--- src/rtl/srq_pkg.sv ---
package srq_pkg;

    typedef struct packed {
        logic req;
        logic pull;
        logic lvl_prev;
        logic a7_prev;
    } srq_ctl_t;

    typedef struct packed {
        logic active;
        logic [15:0] cnt;
    } os_state_t;

endpackage

--- src/rtl/srq_sync.sv ---
module srq_sync #(
    parameter int WIDTH  = 5,
    parameter int STAGES = 2
) (
    input  logic             clk,
    input  logic             rst_n,
    input  logic [WIDTH-1:0] async_i,
    output logic [WIDTH-1:0] sync_o
);
    logic [STAGES-1:0][WIDTH-1:0] stage_d, stage_q;

    always_comb begin
        stage_d[0] = async_i;
        for (int i = 1; i < STAGES; i++) begin
            stage_d[i] = stage_q[i-1];
        end
    end

    always_ff @(posedge clk or negedge rst_n) begin
        if (!rst_n) stage_q <= '0;
        else        stage_q <= stage_d;
    end

    assign sync_o = stage_q[STAGES-1];
endmodule

--- src/rtl/srq_oneshot.sv ---
module srq_oneshot
    import srq_pkg::*;
#(
    parameter int PULSE_CYCLES = 35
) (
    input  logic clk,
    input  logic rst_n,
    input  logic trig_i,
    output logic active_o
);
    localparam logic [15:0] LOAD = 16'(PULSE_CYCLES - 1);

    os_state_t st_d, st_q;

    always_comb begin
        st_d = st_q;
        if (st_q.active) begin
            if (st_q.cnt == '0) st_d.active = 1'b0;
            else                st_d.cnt    = st_q.cnt - 16'd1;
        end else if (trig_i) begin
            st_d.active = 1'b1;
            st_d.cnt    = LOAD;
        end
    end

    always_ff @(posedge clk or negedge rst_n) begin
        if (!rst_n) st_q <= '0;
        else        st_q <= st_d;
    end

    assign active_o = st_q.active;

    // Pulse ends one cycle after the counter is exhausted; no retrigger inside it.
    assert_pulse_ends_R2: assert property (@(posedge clk) disable iff (!rst_n)
        (st_q.active && st_q.cnt == '0) |=> !st_q.active);
    assert_pulse_loads_R2: assert property (@(posedge clk) disable iff (!rst_n)
        $rose(st_q.active) |-> (st_q.cnt == LOAD));
endmodule

--- src/rtl/srq_poll_responder.sv ---
module srq_poll_responder
    import srq_pkg::*;
#(
    parameter int PULSE_CYCLES = 35,
    parameter int SYNC_STAGES  = 2,
    parameter int DATA_W       = 8,
    parameter int RESP_BIT     = 2
) (
    input  logic              clk,
    input  logic              rst_n,
    input  logic              up_i,
    input  logic              down_i,
    input  logic              poll_i,
    input  logic              addr7_i,
    input  logic [DATA_W-1:0] data_i,
    output logic              srq_n_o,
    output logic [DATA_W-1:0] data_pull_o,
    output logic [1:0]        status_o
);
    localparam int SW = 5;

    logic [SW-1:0] raw_in, syn;
    logic s_up, s_dn, s_poll, s_a7, s_resp;
    logic trig, ack, os_active;
    srq_ctl_t ctl_d, ctl_q;

    assign raw_in = {data_i[RESP_BIT], addr7_i, poll_i, down_i, up_i};

    srq_sync #(.WIDTH(SW), .STAGES(SYNC_STAGES)) u_sync (
        .clk     (clk),
        .rst_n   (rst_n),
        .async_i (raw_in),
        .sync_o  (syn)
    );

    assign {s_resp, s_a7, s_poll, s_dn, s_up} = syn;

    // Rising edge of the combined drift level.
    assign trig = (s_up | s_dn) & ~ctl_q.lvl_prev;
    // Falling address bit while the master holds the answer line low.
    assign ack  = ctl_q.a7_prev & ~s_a7 & ~s_resp;

    srq_oneshot #(.PULSE_CYCLES(PULSE_CYCLES)) u_oneshot (
        .clk      (clk),
        .rst_n    (rst_n),
        .trig_i   (trig),
        .active_o (os_active)
    );

    always_comb begin
        ctl_d          = ctl_q;
        ctl_d.lvl_prev = s_up | s_dn;
        ctl_d.a7_prev  = s_a7;
        if (trig || os_active) ctl_d.req = 1'b1;
        else if (ack)          ctl_d.req = 1'b0;
        ctl_d.pull = ctl_q.req & s_poll & s_a7;
    end

    always_ff @(posedge clk or negedge rst_n) begin
        if (!rst_n) ctl_q <= '0;
        else        ctl_q <= ctl_d;
    end

    assign srq_n_o  = ~ctl_q.req;
    assign status_o = {s_dn, s_up};

    for (genvar b = 0; b < DATA_W; b++) begin : g_pull
        if (b == RESP_BIT) begin : g_resp
            assign data_pull_o[b] = ctl_q.pull;
        end else begin : g_idle
            assign data_pull_o[b] = 1'b0;
        end
    end

    // A running pulse always leaves the request asserted on the next edge.
    assert_req_during_pulse_R2: assert property (@(posedge clk) disable iff (!rst_n)
        os_active |=> !srq_n_o);
    // The request can only drop once the pulse is over.
    assert_clear_after_pulse_R5: assert property (@(posedge clk) disable iff (!rst_n)
        $rose(srq_n_o) |-> $past(!os_active));
    // A poll answer implies a pending request on the previous edge.
    assert_no_idle_answer_R4: assert property (@(posedge clk) disable iff (!rst_n)
        data_pull_o[RESP_BIT] |-> $past(!srq_n_o));
    // In reset the block is idle at its ports.
    assert_reset_idle_R9: assert property (@(posedge clk)
        !rst_n |-> (srq_n_o && data_pull_o == '0));
endmodule

--- config.mk ---
export PLATFORM = sky130hd
export DESIGN_NAME = srq_poll_responder
export DESIGN_NICKNAME = d
export VERILOG_FILES = /design/src/rtl/srq_pkg.sv /design/src/rtl/srq_sync.sv /design/src/rtl/srq_oneshot.sv /design/src/rtl/srq_poll_responder.sv
export SDC_FILE = /design/constraint.sdc
export NUM_CORES = 1
export LEC_CHECK = 0
export CAP_MARGIN = 5
export CORE_MARGIN = 5
export CORE_UTILIZATION = 51
export DETAILED_ROUTE_END_ITERATION = 8
export PLACE_DENSITY = 0.85
export SYNTH_ARGS = -nofsm -noshare
export SYNTH_HDL_FRONTEND = slang
export SYNTH_HIERARCHICAL = 1
export SYNTH_SLANG_ARGS = --single-unit
--- constraint.sdc ---
create_clock -name clk -period 2.3 [get_ports clk]
set_input_delay 0.345 -clock clk [delete_from_list [all_inputs] [get_ports clk]]
set_output_delay 0.345 -clock clk [all_outputs]
set_load 0.02 [all_outputs]
==> run_results.csv <==
group,metric,value,unit
outcome,status,"finished clean",
synthesis,synth_top_area_share,52.9,%
global_routing,grt_max_degree,32,
cts,clk_latency,330,ps
timing,finalMaxSlewViolations,0,
setup_path,cpMaxStageDelayCell,"or4_4",
setup_path,crit_cells,4,
timing,slew_headroom,66.6,%
cts,cts-root-buf,"clkbuf_4",
global_routing,antenna_found_initial,0,
die,die_h,63.6,µm
synthesis,ys_ff_latch,31,
synthesis,synthXorXnorAreaFrac,0,%
min_path,hold_class,"reg2reg",
setup_path,end_kind,"register",
setup_path,r2r_start,"u_oneshot/st_q[5]",
setup_path,critPathKind,"reg2reg",
cts,cts.sinks,31,
detailed_routing,wl,2880,µm
layout,fin_nets,172,
setup_path,start_kind,"register",
setup_path,arrival,2420,ps
die,die_w,63.6,µm
setup_path,crit_path_end,"u_oneshot/st_q[15]",
layout,multiInputGateArea,614,µm²
setup_path,crit_top_cell,"or4_1",
global_routing,grt.overflow.total,0,
die,ios,25,
layout,n_fill_cell,224,
cts,clk_pin_slew,90,ps
global_routing,grt_pass1_vias,1079,
die,rows,19,
detailed_routing,wl_per_cell,15.2,µm
cts,htreeDepth,2,
timing,period_share,94.1,%
synthesis,synthFlopType,"dfrtp_1",
timing,fin_crit,2160,ps
layout,syn_to_final_growth,14.9,%
timing,worst_pin_slew,496,ps
setup_path,worstRegToRegCells,4,
setup_path,crit_buf_inv,0,
pwr,ir_drop,0.00101,V
timing,timing.fmax,0.462,GHz
pwr,powerDensity,1190,nW/µm²
setup_path,cp_cell_sequence,"or4_4 -> or4_1 -> or4_1 -> a21oi_1",
setup_path,rrSetupSlack,140,ps
cts,cts_made_buffers,5,
setup_path,slowest_delay,570,ps
detailed_routing,drt_first_pass_iters,4,
cts,post_cts_buffers,0,
timing,setup_viol,0,
synthesis,synthMuxAreaShare,4.10,%
timing,hold_viol_final,0,
synthesis,ys_seq_area_share,52.9,%
die,initial_core_util,53.1,%
detailed_routing,routed_via_density,6.11,
synthesis,avgSynthCellArea,10.2,µm²
synthesis,synth-async-reset-ratio,100,%
setup_path,r2r_end,"u_oneshot/st_q[15]",
layout,final_cell_area,1680,µm²
placed_design,dpl.hpwl,2070,µm
detailed_routing,drtIter0Drc,29,
synthesis,yosysWarnings,6,
timing,clock_skew,6.99,ps
synthesis,synth_cells,143,
detailed_routing,postRouteAntennaNets,0,
synthesis,synthesis.area,1470,µm²
synthesis,synth_top_family_by_area,"simple AND/OR/NAND/NOR gates",
synthesis,yosysUniqueCellTypes,35,
detailed_routing,post-route-drc-count,0,
synthesis,synthAdderAreaFrac,0.854,%
synthesis,synth-simple-area-share,25.3,%
timing,finalSetupTns,0,ps
layout,layout-drive-gt1-share,10.1,%
setup_path,path_delay_family,"simple AND/OR/NAND/NOR gates",
setup_path,path_max_fanout,6,
synthesis,synth-edff-count,0,
placed_design,gp_congestion,0.916,
layout,diodes,0,
timing,rsz0062_at_grt,"false",
synthesis,synth_compound_area_share,9.65,%
synthesis,yosysTopAreaCell,"dfrtp_1",
setup_path,required,2560,ps
job,maxCapViolCount,0,
layout,final-seq-area,776,µm²
cts,clockBufferDepth,2,
synthesis,synthTopCellsByArea,"dfrtp_1 53%, mux2i_1 4.1%, nand3_1 4.1%",
setup_path,startpoint,"u_oneshot/st_q[5]",
die,die_area,4040,µm²
cts,cts_tree,"done",
die,core-area,2760,µm²
detailed_routing,vias,1154,
placed_design,placed_cell_area,1580,µm²
global_routing,grt.total_usage,16.1,%
placed_design,io_buffers,10,
global_routing,grt_pass1_wl,5000,µm
pwr,leakagePower,0.735,nW
-- state kept, by name, summed over array words and instances (netlist names) --
signal	flops
u_sync/sync_o	5
u_sync/stage_d	5
data_pull_o	1
u_oneshot/st_q	16
ctl_q	3
u_oneshot/active_o	1
-- worst register-to-register path: stages (launching register included) --
cell and delay (ps):
dfrtp_1 450, or4_4 570, or4_1 540, or4_1 410, a21oi_1 140
-- through the flow --
| step | setup WS [ps] | total power [mW] | std cells | hold slack, ps | utilization (%) |
|---|---|---|---|---|---|
| detailed placement | 152 | 1.47 | 181 | 337 | 57.2 |
| floorplan | 236 | 1.30 | 149 | 49.4 | - |
| finish | 136 | 2.00 | 189 | 356 | 61.0 |
| CTS | 133 | 2.00 | 189 | 359 | 60.9 |
| global placement | 190 | 1.42 | 181 | 332 | 57.2 |
| global route | 28.8 | 2.15 | 189 | 371 | 61.0 |
-- layer usage --
metal	vias up	global-route usage, %	part of all wire [%]
met4	0	8.05	3.1
li1	539	-	-
met5	-	0	0
met3	8	6.57	7.2
met1	553	19.2	40
met2	54	24.7	50
-- cells in the mapped netlist (4+ instances only) --
library cell and n:
buf_4 8, nand3_1 12, nor4_1 5, nand2_1 12, clkbuf_1 5, inv_1 6, nor3b_1 5, mux2i_1 6
or4_1 7, nor2_1 6, a21oi_1 5, dfrtp_1 31, nor3_1 4, a31oi_1 5
-- power breakdown --
group	internal, mW	switching [mW]
Combinational	0.287	0.312
Sequential	0.676	0.207
Clock	0.339	0.181
Total	1.30	0.700
-- kinds of logic after synthesis --
group | after synthesis
AND/OR/NAND/NOR | 64
adder cells (fa/ha/maj) | 1
other | 1
multiplexers | 6
AO/OA/AOI/OAI | 21
buffers and inverters | 19
flip-flops | 31
-- worst min path at each step --
stage / start / endpoint / slack (ps) / cells past startpoint
floorplan: rst_n / ctl_q[0] / 50 / 0
finish: u_sync/stage_d[7] / u_sync/sync_o[2] / 360 / 0
global route: u_sync/stage_d[5] / u_sync/sync_o[0] / 370 / 0
global placement: u_sync/stage_d[7] / u_sync/sync_o[2] / 330 / 0
CTS: u_sync/stage_d[7] / u_sync/sync_o[2] / 360 / 0
detailed placement: u_sync/stage_d[7] / u_sync/sync_o[2] / 340 / 0
-- area by class of cell --
| cell class | instances | share of cell area, % |
|---|---|---|
| clock buffer | 6 | 2.45 |
| clock inverter | 2 | 3.57 |
| inverter | 6 | 1.34 |
| multi-input combinational | 99 | 36.5 |
| sequential | 31 | 46.1 |
| tap | 31 | 2.30 |
| timing repair buffer | 14 | 7.73 |
-- placed cells by master (no fill, tap or decap) --
cell type / netlist / final
a211o_1: 2 / 2
a21o_1: 1 / 1
a21oi_1: 5 / 5
a31oi_1: 5 / 5
and3_1: 1 / 1
and3_2: 1 / 1
buf_4: 8 / 4
bufinv_16: 0 / 2
clkbuf_1: 5 / 1
clkbuf_4: 0 / 5
clkdlybuf4s50_1: 0 / 10
conb_1: 1 / 7
dfrtp_1: 31 / 31
ha_1: 1 / 1
inv_1: 6 / 6
mux2i_1: 6 / 6
nand2_1: 12 / 12
nand2b_1: 1 / 1
nand3_1: 12 / 12
nand3b_1: 1 / 1
nand4_1: 1 / 1
nand4bb_1: 1 / 1
nor2_1: 6 / 6
nor3_1: 4 / 4
nor3b_1: 5 / 5
nor4_1: 5 / 5
nor4b_1: 2 / 2
o211ai_1: 1 / 1
o21ai_0: 2 / 2
o21ba_2: 1 / 1
o311ai_0: 1 / 1
o31ai_1: 2 / 2
o41ai_1: 1 / 1
or2_2: 1 / 1
or3_1: 2 / 2
or3b_1: 1 / 1
or4_1: 7 / 6
or4_4: 1 / 2
-- what timing repair did --
action,4_1_cts,5_1_grt
gates resized for setup,0,1
hold buffers,0,0
hold endpoints to repair,0,0
setup endpoints to repair,0,1
Power figures use the tool's default switching activity.
